==> src/rtl/flush_blk_pkg.sv <==
// Shared definitions for the descriptor cache flush sequencer.
// Assumes a fixed command layout: 32 low address bits on one input and a
// 15-bit control word carrying the upper address byte and the flags.
package flush_blk_pkg;

    localparam int ADDR_W     = 40;
    localparam int LO_W       = 32;
    localparam int HI_W       = ADDR_W - LO_W;
    localparam int SLOT_IDX_W = 2;
    localparam int NUM_SLOTS  = 1 << SLOT_IDX_W;

    // Control word bit positions (the command format fixes them)
    localparam int POS_FWD    = HI_W;
    localparam int POS_REL    = HI_W + 1;
    localparam int POS_SLOT   = HI_W + 2;
    localparam int POS_KEEP   = POS_SLOT + SLOT_IDX_W;
    localparam int POS_BLK    = POS_KEEP + 1;
    localparam int POS_WHOLE  = POS_BLK + 1;
    localparam int CTL_W      = POS_WHOLE + 1;

    typedef struct packed {
        logic [ADDR_W-1:0]     addr;
        logic                  fwd_first;
        logic                  rel_slot;
        logic [SLOT_IDX_W-1:0] slot;
        logic                  keep_valid;
        logic                  blk_after;
        logic                  whole;
    } flush_cmd_t;

    typedef enum logic [2:0] {
        SQ_IDLE,
        SQ_EVAL,
        SQ_UNBLK,
        SQ_DRAIN,
        SQ_FLUSH,
        SQ_REPLY
    } seq_state_t;

endpackage

==> src/rtl/fc_cmd_unpack.sv <==
// Splits the two command inputs into named fields.
// Purely combinational; assumes the bit positions defined in flush_blk_pkg.
module fc_cmd_unpack
    import flush_blk_pkg::*;
(
    input  logic [LO_W-1:0]  addr_lo,
    input  logic [CTL_W-1:0] ctl,
    output flush_cmd_t       cmd
);

    // Field extraction from the control word
    always_comb begin
        cmd.addr       = {ctl[HI_W-1:0], addr_lo};
        cmd.fwd_first  = ctl[POS_FWD];
        cmd.rel_slot   = ctl[POS_REL];
        cmd.slot       = ctl[POS_SLOT +: SLOT_IDX_W];
        cmd.keep_valid = ctl[POS_KEEP];
        cmd.blk_after  = ctl[POS_BLK];
        cmd.whole      = ctl[POS_WHOLE];
    end

endmodule

==> src/rtl/fc_block_slots.sv <==
// Holds the address-locking slots and the whole-cache lock.
// Answers the access check combinationally. Assumes the sequencer never
// sets and frees the same slot in one cycle (set wins if it did).
module fc_block_slots #(
    parameter int SLOTS  = 4,
    parameter int AW     = 40,
    localparam int IDX_W = $clog2(SLOTS)
) (
    input  logic             clk,
    input  logic             rst_n,
    input  logic             rel_en,
    input  logic [IDX_W-1:0] rel_idx,
    input  logic             set_en,
    input  logic [IDX_W-1:0] set_idx,
    input  logic [AW-1:0]    set_addr,
    input  logic             whole_set,
    input  logic             whole_clr,
    input  logic [AW-1:0]    chk_addr,
    output logic [SLOTS-1:0] slot_busy,
    output logic             whole_blk,
    output logic             chk_hit
);

    logic [SLOTS-1:0] slot_match;

    for (genvar g = 0; g < SLOTS; g++) begin : g_slot
        logic [AW-1:0] addr_q;

        // Slot state: capture on set, drop on release
        always_ff @(posedge clk) begin
            if (!rst_n) begin
                slot_busy[g] <= 1'b0;
                addr_q       <= '0;
            end else if (set_en && set_idx == IDX_W'(g)) begin
                slot_busy[g] <= 1'b1;
                addr_q       <= set_addr;
            end else if (rel_en && rel_idx == IDX_W'(g)) begin
                slot_busy[g] <= 1'b0;
            end
        end

        // Per-slot address compare for the access check
        always_comb slot_match[g] = slot_busy[g] && (addr_q == chk_addr);
    end

    // Whole-cache lock flag
    always_ff @(posedge clk) begin
        if (!rst_n) begin
            whole_blk <= 1'b0;
        end else if (whole_set) begin
            whole_blk <= 1'b1;
        end else if (whole_clr) begin
            whole_blk <= 1'b0;
        end
    end

    // Combined access-check result
    always_comb chk_hit = whole_blk || (|slot_match);

endmodule

==> src/rtl/fc_flush_seq.sv <==
// Command sequencer: takes one flush or unblock command at a time, checks
// the slot rules, runs the drain and flush handshakes, updates the slots
// and reports a one-cycle status. Assumes done inputs are single-cycle
// pulses that arrive only while the matching request is high.
module fc_flush_seq
    import flush_blk_pkg::*;
(
    input  logic                  clk,
    input  logic                  rst_n,
    input  logic                  cmd_valid,
    input  flush_cmd_t            cmd_in,
    output logic                  cmd_ready,
    input  logic                  unblk_valid,
    input  logic                  unblk_whole,
    input  logic [SLOT_IDX_W-1:0] unblk_slot,
    output logic                  unblk_ready,
    input  logic [NUM_SLOTS-1:0]  slot_busy,
    input  logic                  whole_blk,
    output logic                  rel_en,
    output logic [SLOT_IDX_W-1:0] rel_idx,
    output logic                  set_en,
    output logic [SLOT_IDX_W-1:0] set_idx,
    output logic [ADDR_W-1:0]     set_addr,
    output logic                  whole_set,
    output logic                  whole_clr,
    output logic                  qdrain_req,
    input  logic                  qdrain_done,
    output logic                  flush_req,
    output logic [ADDR_W-1:0]     flush_addr,
    output logic                  flush_inval,
    output logic                  flush_all,
    input  logic                  flush_done,
    output logic                  status_valid,
    output logic                  status_err
);

    seq_state_t            state_q, state_d;
    flush_cmd_t            cmd_q;
    logic                  ub_whole_q;
    logic [SLOT_IDX_W-1:0] ub_slot_q;
    logic                  err_q, err_d, err_ld;
    logic                  take_cmd, take_ub;

    // Acceptance: unblock has priority over flush in the idle state
    always_comb begin
        unblk_ready = (state_q == SQ_IDLE);
        cmd_ready   = (state_q == SQ_IDLE) && !unblk_valid;
        take_ub     = unblk_valid && unblk_ready;
        take_cmd    = cmd_valid && cmd_ready;
    end

    // Next-state, rule checks and slot update strobes
    always_comb begin
        state_d   = state_q;
        err_d     = 1'b0;
        err_ld    = 1'b0;
        rel_en    = 1'b0;
        rel_idx   = cmd_q.slot;
        set_en    = 1'b0;
        whole_set = 1'b0;
        whole_clr = 1'b0;
        unique case (state_q)
            SQ_IDLE: begin
                if (take_ub) begin
                    state_d = SQ_UNBLK;
                end else if (take_cmd) begin
                    state_d = SQ_EVAL;
                end
            end
            SQ_UNBLK: begin
                err_ld  = 1'b1;
                rel_idx = ub_slot_q;
                if (ub_whole_q) begin
                    if (whole_blk) whole_clr = 1'b1;
                    else           err_d     = 1'b1;
                end else begin
                    if (slot_busy[ub_slot_q]) rel_en = 1'b1;
                    else                      err_d  = 1'b1;
                end
                state_d = SQ_REPLY;
            end
            SQ_EVAL: begin
                err_ld = 1'b1;
                if (cmd_q.whole) begin
                    state_d = SQ_FLUSH;
                end else if (cmd_q.rel_slot && !slot_busy[cmd_q.slot]) begin
                    err_d   = 1'b1;
                    state_d = SQ_REPLY;
                end else if (cmd_q.blk_after && !cmd_q.rel_slot &&
                             slot_busy[cmd_q.slot]) begin
                    err_d   = 1'b1;
                    state_d = SQ_REPLY;
                end else begin
                    rel_en  = cmd_q.rel_slot;
                    state_d = cmd_q.fwd_first ? SQ_DRAIN : SQ_FLUSH;
                end
            end
            SQ_DRAIN: begin
                if (qdrain_done) state_d = SQ_FLUSH;
            end
            SQ_FLUSH: begin
                if (flush_done) begin
                    whole_set = cmd_q.whole;
                    set_en    = !cmd_q.whole && cmd_q.blk_after;
                    state_d   = SQ_REPLY;
                end
            end
            SQ_REPLY: begin
                state_d = SQ_IDLE;
            end
            default: state_d = SQ_IDLE;
        endcase
    end

    // State and command capture registers
    always_ff @(posedge clk) begin
        if (!rst_n) begin
            state_q    <= SQ_IDLE;
            cmd_q      <= '0;
            ub_whole_q <= 1'b0;
            ub_slot_q  <= '0;
            err_q      <= 1'b0;
        end else begin
            state_q <= state_d;
            if (take_ub) begin
                ub_whole_q <= unblk_whole;
                ub_slot_q  <= unblk_slot;
            end
            if (take_cmd) cmd_q <= cmd_in;
            if (err_ld)   err_q <= err_d;
        end
    end

    // Handshake and status outputs decoded from the registered state
    always_comb begin
        set_idx      = cmd_q.slot;
        set_addr     = cmd_q.addr;
        qdrain_req   = (state_q == SQ_DRAIN);
        flush_req    = (state_q == SQ_FLUSH);
        flush_all    = cmd_q.whole;
        flush_inval  = cmd_q.whole || !cmd_q.keep_valid;
        flush_addr   = cmd_q.whole ? '0 : cmd_q.addr;
        status_valid = (state_q == SQ_REPLY);
        status_err   = err_q;
    end

endmodule

==> src/rtl/flush_blk_ctrl.sv <==
// Top level of the descriptor cache flush sequencer. Joins the command
// unpacker, the sequencer and the slot table. Assumes a single clock and
// a synchronous active-low reset.
module flush_blk_ctrl
    import flush_blk_pkg::*;
(
    input  logic                  clk,
    input  logic                  rst_n,
    input  logic                  cmd_valid,
    output logic                  cmd_ready,
    input  logic [LO_W-1:0]       cmd_addr_lo,
    input  logic [CTL_W-1:0]      cmd_ctl,
    input  logic                  unblk_valid,
    output logic                  unblk_ready,
    input  logic                  unblk_whole,
    input  logic [SLOT_IDX_W-1:0] unblk_slot,
    output logic                  qdrain_req,
    input  logic                  qdrain_done,
    output logic                  flush_req,
    output logic [ADDR_W-1:0]     flush_addr,
    output logic                  flush_inval,
    output logic                  flush_all,
    input  logic                  flush_done,
    input  logic [ADDR_W-1:0]     chk_addr,
    output logic                  chk_blocked,
    output logic                  status_valid,
    output logic                  status_err
);

    flush_cmd_t            cmd_dec;
    logic [NUM_SLOTS-1:0]  slot_busy;
    logic                  whole_blk;
    logic                  rel_en, set_en, whole_set, whole_clr;
    logic [SLOT_IDX_W-1:0] rel_idx, set_idx;
    logic [ADDR_W-1:0]     set_addr;

    fc_cmd_unpack u_unpack (
        .addr_lo (cmd_addr_lo),
        .ctl     (cmd_ctl),
        .cmd     (cmd_dec)
    );

    fc_flush_seq u_seq (
        .clk          (clk),
        .rst_n        (rst_n),
        .cmd_valid    (cmd_valid),
        .cmd_in       (cmd_dec),
        .cmd_ready    (cmd_ready),
        .unblk_valid  (unblk_valid),
        .unblk_whole  (unblk_whole),
        .unblk_slot   (unblk_slot),
        .unblk_ready  (unblk_ready),
        .slot_busy    (slot_busy),
        .whole_blk    (whole_blk),
        .rel_en       (rel_en),
        .rel_idx      (rel_idx),
        .set_en       (set_en),
        .set_idx      (set_idx),
        .set_addr     (set_addr),
        .whole_set    (whole_set),
        .whole_clr    (whole_clr),
        .qdrain_req   (qdrain_req),
        .qdrain_done  (qdrain_done),
        .flush_req    (flush_req),
        .flush_addr   (flush_addr),
        .flush_inval  (flush_inval),
        .flush_all    (flush_all),
        .flush_done   (flush_done),
        .status_valid (status_valid),
        .status_err   (status_err)
    );

    fc_block_slots #(
        .SLOTS (NUM_SLOTS),
        .AW    (ADDR_W)
    ) u_slots (
        .clk       (clk),
        .rst_n     (rst_n),
        .rel_en    (rel_en),
        .rel_idx   (rel_idx),
        .set_en    (set_en),
        .set_idx   (set_idx),
        .set_addr  (set_addr),
        .whole_set (whole_set),
        .whole_clr (whole_clr),
        .chk_addr  (chk_addr),
        .slot_busy (slot_busy),
        .whole_blk (whole_blk),
        .chk_hit   (chk_blocked)
    );

endmodule

==> config.mk <==
export PLATFORM = sky130hd
export DESIGN_NAME = flush_blk_ctrl
export DESIGN_NICKNAME = d
export VERILOG_FILES = /design/src/rtl/flush_blk_pkg.sv /design/src/rtl/fc_cmd_unpack.sv /design/src/rtl/fc_block_slots.sv /design/src/rtl/fc_flush_seq.sv /design/src/rtl/flush_blk_ctrl.sv
export SDC_FILE = /design/constraint.sdc
export NUM_CORES = 1
export LEC_CHECK = 0
export ABC_AREA = 1
export BUFFER_PORTS_ARGS = -buffer_cell sky130_fd_sc_hd__buf_2
export CELL_PAD_IN_SITES_DETAIL_PLACEMENT = 1
export CELL_PAD_IN_SITES_GLOBAL_PLACEMENT = 1
export CORE_ASPECT_RATIO = 0.7
export CORE_MARGIN = 5
export CORE_UTILIZATION = 30
export DETAILED_ROUTE_END_ITERATION = 16
export PLACE_DENSITY_LB_ADDON = 0.1
export SYNTH_ARGS = -nofsm -noshare
export SYNTH_HDL_FRONTEND = slang
export SYNTH_HIERARCHICAL = 1
export SYNTH_SLANG_ARGS = --single-unit
export TNS_END_PERCENT = 1
==> constraint.sdc <==
create_clock -name clk -period 3 [get_ports clk]
set_input_delay 0.3 -clock clk [delete_from_list [all_inputs] [get_ports clk]]
set_output_delay 0.3 -clock clk [all_outputs]
set_load 0.005 [all_outputs]
==> metrics.md, run 1 <==
| Metric | Value |
|---|---|
| Status | complete, no violations |
| Final Cycle Share | 0.793 |
| Actual slew at the worst max-slew pin | 0.983 ns |
| Hold WC Path Type | input pin to flip-flop |
| Vias in the first global route | 10405 |
| DR vias/cell | 4.57 |
| Area grow syn2layout | 11.3% |
| Global-route wire length before repair | 57.6 mm |
| GPL Wtd Cong | 0.806 |
| Slew Viols, Final | 0 |
| RSZ-0062 raised after global routing | false |
| Final Skew | 0.0118 ns |
| Drt wl/cell | 16.2 um |
| Yosys cell types | 32 |
| CTS tree | built |
| Sequential Power Share | 0.432 |
| Die W | 242 um |
| CTS Buffer Depth | 3 |
| Initial Util | 0.303 |
| Crit path max-delay family | simple AND/OR/NAND/NOR gates |
| Main synth FF type | dfxtp_1 |
| Number of buffers created by CTS | 26 |
| Tightest hold margin | 0.0302 ns |
| Startpoint types | flip-flop |
| Ant. Diodes | 0 |
| Crit path cell chain | xor2_1 > nor3_1 > nand3b_1 > nor2_1 > nand3_1 > nand3_1 > buf_2 |
| Synth Register Bits | 219 |
| Die span in y | 172 um |
| Post-route DRC violation count | 0 |
| Internal power | 0.00535 W |
| Post-CTS Setup Bufs | 0 |
| EDFF count, synth | 0 |
| Boundary Pins | 145 |
| Mapped Cells | 1692 |
| # clock sinks | 219 |
| Core area | 37100 sq um |
| Synthesis Warnings | 6 |
| FFs w/ async S/R, synth | 0 |
| Top cell by count, worst path | nand3_1 |
| Sw power | 0.00239 W |
| Net Sw Frac | 0.308 |
| Clock power share | 0.402 |
| Routed via count | 10156 |
| Crit path max fanout | 2 |
| Crit Path Category | flip-flop to output port |
| Tot GR Track Use | 0.171 |
| Leak | 5.36 nW |
| Synth cell count leaders | nand2_1, inv_1, dfxtp_1, o21ai_0, nor2_1 |
| Max stage delay on crit path | 0.37 ns |
| R2r setup slk | 0.94 ns |
| Total wire length | 36.0 mm |
| Slew Limit Headroom | 0.344 |
| Post-Syn Area | 11300 sq um |
| Detailed Place HPWL | 25.7 mm |
| Sequential-to-total area share from yosys stat | 0.389 |
| Pwr Density | 617 nW/um^2 |
| Reg2reg end | u_slots/g_slot[2].addr_q[0] |
| Setup_tns | 0 ns |
| Clk_lat worst skew | 0.54 ns |
| Most area-hungry cell type in the Yosys netlist | dfxtp_1 |
| Maxcap violations | 0 |
| Final Hold Fails | 0 |
| Gate power share | 0.166 |
| Post-route ant nets | 0 |
| Initial antenna violation count | 1 |
| Std-Cell Rows | 59 |
| CP Capture Type | output port |
| Initial DRT Pass Iterations | 7 |
| Worst Hold Launch | cmd_ctl[8] |
| GRT overflow | 0 |
| Count leader, synth | nand2_1 |
| Crit path DAT | 2.08 ns |
| Period minus WS final | 2.38 ns |
| Largest net degree at the start of global routing | 94 |
| Yosys top cell area share | 0.389 |
| Buffers plus inverters on the worst setup path | 1 |
| Final setup violation count | 0 |
| Layout cells sized above 1 | 0.126 |
| Hold path depth | 3 |
| Cells on worst reg2reg path | 10 |
| # nets final | 1813 |
| Core Util, Final | 0.338 |
| DR iter-0 viols | 397 |
| Hold path endpoint | u_seq/cmd_q[6] |
| Post-CTS sizing | 0 |
| Worst-path clk slew | 0.06 ns |
| Htree depth | 1 |
| Peak Freq | 0.420 GHz |
| Critical R2R Launch | u_seq/state_q[1] |
| Main area contributors after synthesis | dfxtp_1, nand2_1, o21ai_0, inv_1, a21oi_1 |
| Required time worst endpoint | 2.70 ns |
| Die area | 41600 sq um |
| Slowest CP cell | nor3_1 |
| Avg Cell Area, Syn | 6.66 sq um |
| Port bufs | 144 |
| Syn nets | 1788 |
| VDD IR-drop max | 0.351 mV |
| Root Buffer | clkbuf_16 |
layout by cell type, fill, tap and decap left out, drive strengths merged, types with 2 or more instances in the layout:
master,Yosys,routed
nor2,207,207
xnor2,24,24
nand3,30,30
clkbuf,55,38
o21ai,234,234
clkinv,0,5
nand3b,2,2
xor2,15,15
nor3,7,7
a21boi,2,2
buf,108,159
nand4,15,15
nand2,333,333
or2,7,7
o22ai,8,8
dfxtp,219,219
inv,245,246
a21oi,176,176
how the worst max path moves through the flow:
stage,start,to,slack [ns],depth (start not counted)
3_3_place_gp,chk_addr[13],chk_blocked,0.92,10
2_1_floorplan,u_seq/state_q[1],u_slots/g_slot[0].addr_q[7],1.00,8
5_1_grt,u_slots/g_slot[1].addr_q[29],chk_blocked,0.41,13
3_5_place_dp,u_seq/state_q[1],u_slots/g_slot[2].addr_q[27],0.93,10
6_report,u_slots/g_slot[0].addr_q[14],chk_blocked,0.62,7
4_1_cts,u_slots/g_slot[1].addr_q[29],chk_blocked,0.57,13
cells by family (layout without fill, tap and decap cells):
kind of cell	count (synthesis)	in the layout	synth area share
compound gates	423	423	0.190
flops	219	219	0.389
simple gates	603	603	0.215
buf+inv	408	450	0.176
xor+xnor	39	39	0.0303
registers in the layout (all words and copies together) (netlist names), 2 cells and up:
signal                 flops
u_seq/state_q              3
u_seq/cmd_q                4
u_slots/g_slot.addr_q    160
u_seq/ub_slot_q            2
u_seq/set_idx              2
u_seq/set_addr            40
u_slots/slot_busy          4
per-layer routing:
metal  vias to the layer above  global-route usage  share of wire
li1                       5279                   -              -
met2                       106               0.275           0.43
met4                         2              0.0270          0.015
met5                         -                   0        0.00056
met1                      4734               0.248           0.53
met3                        35              0.0261          0.029
area by class of cell:
cell class / instances / area, sq um
Clock buffer: 38 / 787
Clock inverter: 7 / 41.3
Fill cell: 4731 / 24600
Inverter: 245 / 920
Multi-Input combinational cell: 1065 / 4910
Sequential cell: 219 / 4390
Tap cell: 488 / 611
Timing Repair Buffer: 160 / 883
worst register-to-register path: cells and delay by family (launching register included):
kind	cells	cell delay [ns]
and+or+nand+nor	5	0.69
DFF	1	0.35
AOI/OAI and AO/OA	2	0.26
buffers and inverters	3	0.67
power by group through the flow:
stage                     Clock [W]  Sequential [W]  Combinational [W]
after floorplan                   0         0.00324            0.00111
after global placement            0         0.00342            0.00128
after detailed placement          0         0.00342            0.00130
after CTS                   0.00323         0.00335            0.00131
after global routing        0.00334         0.00338            0.00148
final                       0.00311         0.00334            0.00128
per-stage QoR:
| step | setup WS, ns | cell area [sq um] | power (W) | instances |
|---|---|---|---|---|
| 2_1_floorplan | 1.00 | 11300 | 0.00435 | 1692 |
| 3_3_place_gp | 0.921 | 11700 | 0.00470 | 2176 |
| 3_5_place_dp | 0.926 | 11700 | 0.00471 | 2176 |
| 4_1_cts | 0.571 | 12500 | 0.00789 | 2222 |
| 5_1_grt | 0.407 | 12500 | 0.00820 | 2222 |
| 6_report | 0.620 | 12500 | 0.00774 | 2222 |
repair_timing:
item / 4_1_cts / 5_1_grt
endpoints found under the setup margin: 0 / 0
hold endpoints to repair: 1 / 0
hold buffers: 1 / 0
No activity file was read; power rests on OpenSTA's default activity.
==> inputs of run 2 (changes only) <==
clock period = 1.98 ns   (was 3 ns; I/O delays follow)
==> run 2 against run 1 <==
Net effect:
- the run now ends with setup timing left
- sequential power up 51%
- die area is the same
- utilization is 2.7 points higher
- non-clock buffer count is 61 higher
- via count grew 2.3%
- largest cell class unchanged
- highest routed layer unchanged
- first-iteration DRC count rose by 5.3%
- critical path depth unchanged
- largest power group unchanged
- sequential share of layout area is 2.3 points lower
- worst setup slack got worse by 0.74 ns
==> metrics.md, run 2 (same netlist as run 1, synthesis figures left out) <==
| Metric | Value |
|---|---|
| Status | finished with violations |
| Failing checks | setup timing |
| Clock power share | 0.402 |
| Tot GR Track Use | 0.176 |
| Number of buffers created by CTS | 26 |
| Final Cycle Share | 1.06 |
| FILL cells | 4713 |
| Slew Viols, Final | 0 |
| Leak | 5.73 nW |
| Hold WC Path Type | input pin to flip-flop |
| Critical R2R Launch | u_seq/state_q[1] |
| GRT overflow | 0 |
| Drt wl/cell | 16.3 um |
| Worst Hold Launch | unblk_valid |
| Pwr Density | 894 nW/um^2 |
| Core area | 37100 sq um |
| Peak Freq | 0.475 GHz |
| Slew Limit Headroom | 0.703 |
| Hold path endpoint | u_seq/ub_slot_q[0] |
| Top cell by count, worst path | nand3_2 |
| # nets final | 1874 |
| Layout cells sized above 1 | 0.184 |
| Reg2reg end | u_slots/g_slot[0].addr_q[35] |
| Setup WS post-layout | -0.123 ns |
| Initial Util | 0.303 |
| Std-Cell Rows | 59 |
| Startpoint types | flip-flop |
| Global-route wire length before repair | 59.4 mm |
| Hold path depth | 3 |
| Final setup violation count | 1 |
| Crit path max-delay family | simple AND/OR/NAND/NOR gates |
| Worst-path clk slew | 0.06 ns |
| Design Area, Final | 13500 sq um |
| Slowest CP cell | dfxtp_1 |
| R2r setup slk | 0.19 ns |
| Required time worst endpoint | 1.78 ns |
| Htree depth | 1 |
| Sequential Power Share | 0.418 |
| # clock sinks | 219 |
| Final Hold Fails | 0 |
| Clk_lat worst skew | 0.55 ns |
| Root Buffer | clkbuf_16 |
| GPL Wtd Cong | 0.784 |
| VDD IR-drop max | 0.454 mV |
| Net Sw Frac | 0.307 |
| Gate power share | 0.180 |
| Period minus WS final | 2.10 ns |
| Initial DRT Pass Iterations | 4 |
| Commonest non-fill, non-tap cells in the layout | nand2_1, inv_1, o21ai_0, dfxtp_1, a21oi_1 |
| Top reg by flops | u_slots/g_slot.addr_q |
| Boundary Pins | 145 |
| Cells on worst reg2reg path | 8 |
| Maxcap violations | 0 |
| DR iter-0 viols | 418 |
| Die W | 242 um |
| Buffers plus inverters on the worst setup path | 1 |
| Vias in the first global route | 10775 |
| RSZ-0062 raised after global routing | true |
| Die span in y | 172 um |
| Largest net degree at the start of global routing | 97 |
| CTS tree | built |
| Max reg flops | 160 |
| Post-route DRC violation count | 0 |
| Final Skew | 0.0160 ns |
| Placed inst area | 11800 sq um |
| Crit path DAT | 1.91 ns |
| Crit path max fanout | 2 |
| Actual slew at the worst max-slew pin | 0.442 ns |
| Max stage delay on crit path | 0.32 ns |
| Routed via count | 10393 |
| Total wire length | 37.3 mm |
| Die area | 41600 sq um |
| DR vias/cell | 4.55 |
| Internal power | 0.00838 W |
| Total power | 0.0121 W |
| Area grow syn2layout | 20.1% |
| Commonest non-fill, non-tap cell in the layout | nand2_1 |
| Crit path cell chain | xor2_1 > nor3_2 > nand3b_1 > nor2_2 > nand3_2 > nand3_2 > buf_2 |
| Initial antenna violation count | 1 |
| Detailed Place HPWL | 26.2 mm |
| CP Capture Type | output port |
| Post-route ant nets | 0 |
| Ant. Diodes | 0 |
| Port bufs | 144 |
| Crit Path Category | flip-flop to output port |
| Sw power | 0.00372 W |
| CTS Buffer Depth | 3 |
==> run 2: changes by cell type in the layout (fill, tap and decap cells not counted), sizes merged <==
cell	before	now
dlygate4sd3	1	54
buf	159	167
bufinv	0	1
clkinvlp	1	0
clkinv	5	8
inv	246	245
==> run 2: how the worst max path moves through the flow <==
| stage | start | endpoint | slack [ns] | cells after the start |
|---|---|---|---|---|
| floorplan | u_seq/flush_all | u_slots/g_slot[2].addr_q[33] | 0.20 | 9 |
| global placement | chk_addr[25] | chk_blocked | 0.09 | 12 |
| detailed placement | chk_addr[23] | chk_blocked | 0.1 | 12 |
| CTS | u_slots/g_slot[1].addr_q[31] | chk_blocked | -0.17 | 13 |
| global route | u_slots/g_slot[0].addr_q[7] | chk_blocked | -0.21 | 10 |
| finish | u_slots/g_slot[0].addr_q[16] | chk_blocked | -0.12 | 7 |
==> run 2: routing by layer <==
layer,track usage,up-vias,part of all wire
li1,-,5409,-
met1,0.251,4827,0.51
met2,0.291,117,0.44
met3,0.0238,38,0.030
met4,0.0322,2,0.016
met5,0,-,0.00054
==> run 2: area by class of cell <==
type                       instances  area (sq um)  share of cell area
clock buffer                      38           787              0.0582
clock inverter                     9          70.1             0.00518
inverter                         245           920              0.0680
multi-input combinational       1065          5170               0.382
sequential                       219          4420               0.327
tap                              488           611              0.0452
timing repair buffer             221          1550               0.115
==> run 2: worst min-delay path: cells and delay by family <==
family / cells / cell delay (ns)
simple gates: 1 / 0.20
buf+inv: 1 / 0.13
compound gates: 1 / 0.10
==> run 2: timing repair <==
| item | 4_1_cts | 5_1_grt |
|---|---|---|
| gates resized for setup | 34 | 85 |
| setup endpoints to repair | 1 | 10 |
| hold buffers | 54 | 0 |
| endpoints found under the hold margin | 56 | 0 |
| pin swaps | 17 | 51 |
| buffers inserted | 0 | 1 |
==> run 2: power by group through the flow <==
stage	Sequential (W)	Clock (W)	Combinational (W)
2_1_floorplan	0.00491	0	0.00168
3_3_place_gp	0.00517	0	0.00202
3_5_place_dp	0.00516	0	0.00205
4_1_cts	0.00507	0.00504	0.00216
5_1_grt	0.00511	0.00525	0.00244
6_report	0.00506	0.00486	0.00218
==> run 2: through the flow <==
stage | std cells | setup TNS (ns) | setup slack (ns) | hold WS (ns) | utilization
detailed placement | 2183 | 0 | 0.0954 | 0.451 | 0.319
finish | 2285 | -0.123 | -0.123 | 0.144 | 0.364
global placement | 2183 | 0 | 0.0949 | 0.444 | 0.319
global route | 2285 | -0.207 | -0.207 | 0.143 | 0.364
CTS | 2284 | -0.168 | -0.168 | 0.108 | 0.359
floorplan | 1692 | 0 | 0.197 | 0.362 | -
==> inputs of run 3 (changes only) <==
ABC_AREA = unset   (was 1)
==> run 3 against run 2 <==
Net effect:
- the flow still finishes with violations (setup timing)
- first-iteration DRC count up 30%
- flip-flop and latch count stayed put
- clock power down 5.1%
- critical endpoint unchanged
- largest power group unchanged
- highest routed layer unchanged
==> metrics.md, run 3 <==
| Metric | Value |
|---|---|
| Setup WS post-layout | -0.568 ns |
| Detailed Place HPWL | 31.2 mm |
| Die span in y | 171 um |
| Hold WC Path Type | input pin to flip-flop |
| Sequential-to-total area share from yosys stat | 0.396 |
| Core Util, Final | 0.371 |
| Place WS | -0.118 ns |
| Reg2reg end | u_slots/g_slot[0].addr_q[26] |
| R2r setup slk | 0.08 ns |
| Main synth FF type | dfxtp_1 |
| Yosys cell types | 49 |
| Htree depth | 1 |
| Synth Register Bits | 219 |
| Startpoint types | flip-flop |
| Crit Path Category | flip-flop to output port |
| Period minus WS final | 2.55 ns |
| Maxcap violations | 0 |
| Max reg flops | 160 |
| Hold path endpoint | u_slots/whole_blk |
| Final Hold Fails | 0 |
| Critical R2R Launch | u_seq/state_q[2] |
| DR iter-0 viols | 542 |
| GRT overflow | 0 |
| Crit path max fanout | 2 |
| Initial Util | 0.306 |
| Top reg by flops | u_slots/g_slot.addr_q |
| Peak Freq | 0.392 GHz |
| Required time worst endpoint | 1.78 ns |
| Number of buffers created by CTS | 26 |
| Global-route wire length before repair | 64.9 mm |
| Post-route DRC violation count | 0 |
| CTS Buffer Depth | 3 |
| Port bufs | 144 |
| Main area contributors after synthesis | dfxtp_1, nand2_1, xnor2_1, a21boi_0, buf_4 |
| Hold path depth | 2 |
| CTS tree | built |
| Final Skew | 0.0281 ns |
| Commonest non-fill, non-tap cells in the layout | nand2_1, dfxtp_1, buf_2, a21boi_0, xnor2_1 |
| Largest net degree at the start of global routing | 83 |
| Syn nets | 1471 |
| Count leader, synth | nand2_1 |
| Yosys top cell area share | 0.396 |
| RSZ-0062 raised after global routing | true |
| Tightest hold margin | 0.0242 ns |
| Synthesis Warnings | 6 |
| CP Capture Type | output port |
| Slew Viols, Final | 0 |
| DR vias/cell | 4.73 |
| Std-Cell Rows | 58 |
| Mapped Cells | 1375 |
| GPL Wtd Cong | 0.834 |
| Total power | 0.0110 W |
| Most area-hungry cell type in the Yosys netlist | dfxtp_1 |
| Root Buffer | clkbuf_16 |
| Routed via count | 9396 |
| Boundary Pins | 145 |
| Status | finished with violations |
| Synth cell count leaders | nand2_1, dfxtp_1, a21boi_0, xnor2_1, buf_4 |
| EDFF count, synth | 0 |
| Final Cycle Share | 1.29 |
| Leak | 4.96 nW |
| Worst-path clk slew | 0.06 ns |
| Initial antenna violation count | 1 |
| Die W | 240 um |
| Crit path DAT | 2.35 ns |
| Pwr Density | 818 nW/um^2 |
| FILL cells | 4307 |
| # nets final | 1584 |
| Vias in the first global route | 9744 |
| FFs w/ async S/R, synth | 0 |
| Actual slew at the worst max-slew pin | 0.573 ns |
| Clk_lat worst skew | 0.56 ns |
| Die area | 40900 sq um |
| # clock sinks | 219 |
| Cells on worst reg2reg path | 8 |
| Worst Hold Launch | rst_n |
| VDD IR-drop max | 0.568 mV |
| Initial DRT Pass Iterations | 4 |
| Total wire length | 43.2 mm |
| Failing checks | setup timing |
| Post-route ant nets | 0 |
| Multi-input logic area | 5630 sq um |
| Slew Limit Headroom | 0.618 |
| Drt wl/cell | 21.7 um |
| Final setup violation count | 1 |
| Seq. cell area | 4390 sq um |
| Avg Cell Area, Syn | 8.05 sq um |
| Post-Syn Area | 11100 sq um |
| Layout cells sized above 1 | 0.188 |
| Core area | 36200 sq um |
| Commonest non-fill, non-tap cell in the layout | nand2_1 |
| Area grow syn2layout | 21.3% |
| Tot GR Track Use | 0.210 |
[run 3: cell types whose count changed in the layout (fill, tap and decap cells not counted), moves of 46 or more]
cell	delta
nor2b_1	+46
a21boi_0	+97
o21ai_0	-198
a21boi_1	+64
xnor2_1	+72
inv_1	-224
nand2_1	+115
a21oi_1	-119
buf_4	+52
nor2_1	-163
[run 3: where the power goes]
group          total, W  switching [W]  internal (W)
Clock           0.00461        0.00199       0.00263
Sequential      0.00477       0.000235       0.00454
Combinational   0.00161       0.000887      0.000720
[run 3: final cells by class]
type	instances	share of cell area
well taps	480	0.0447
clock inverters	4	0.00261
multi-input cells	957	0.419
clock buffers	43	0.0569
repair buffers	273	0.147
inverters	11	0.00307
flip-flops and latches	219	0.327
diodes	1	0.000186
[run 3: worst max-delay path by stage]
stage | startpoint | to | cells past startpoint
2_1_floorplan | u_seq/state_q[2] | u_slots/g_slot[0].addr_q[38] | 9
3_3_place_gp | chk_addr[16] | chk_blocked | 9
3_5_place_dp | u_slots/g_slot[1].addr_q[4] | chk_blocked | 8
4_1_cts | u_slots/g_slot[1].addr_q[4] | chk_blocked | 8
5_1_grt | u_slots/g_slot[2].addr_q[17] | chk_blocked | 7
6_report | u_slots/g_slot[2].addr_q[5] | chk_blocked | 7
[run 3: cells by family after synthesis]
logic type / Yosys count / synth area share
compound gates: 242 / 0.150
mux: 8 / 0.0102
xor+xnor: 154 / 0.122
buf+inv: 199 / 0.103
flops: 219 / 0.396
simple gates: 553 / 0.219
[run 3: worst max-delay path, cell delays in order, from the launching register on]
cell and delay, ns:
dfxtp_1 0.33, xor2_1 0.21, nor4_1 0.43, nand4_1 0.18, nor4_2 0.18, a22oi_1 0.10
o211ai_1 0.17, buf_2 0.19
[run 3: timing repair]
| item | 4_1_cts | 5_1_grt |
|---|---|---|
| endpoints found under the setup margin | 31 | 66 |
| endpoints found under the hold margin | 51 | 0 |
| setup buffers | 0 | 0 |
| pin swaps | 0 | 2 |
| hold buffers | 51 | 0 |
| gates resized for setup | 7 | 13 |
[run 3: metrics by stage]
stage,instance area (sq um),cells,setup TNS (ns)
floorplan,11100,1375,0
global placement,12100,1889,-0.112
detailed placement,12100,1889,-0.118
CTS,13400,1987,-0.560
global route,13400,1987,-0.746
finish,13400,1988,-0.568
[run 3: per-layer routing]
metal,wire length (um),GRT usage,part of all wire
met1,23200,0.332,0.54
met3,1460,0.0311,0.034
met2,17800,0.305,0.41
met4,740,0.0345,0.017
met5,13,0,0.00030
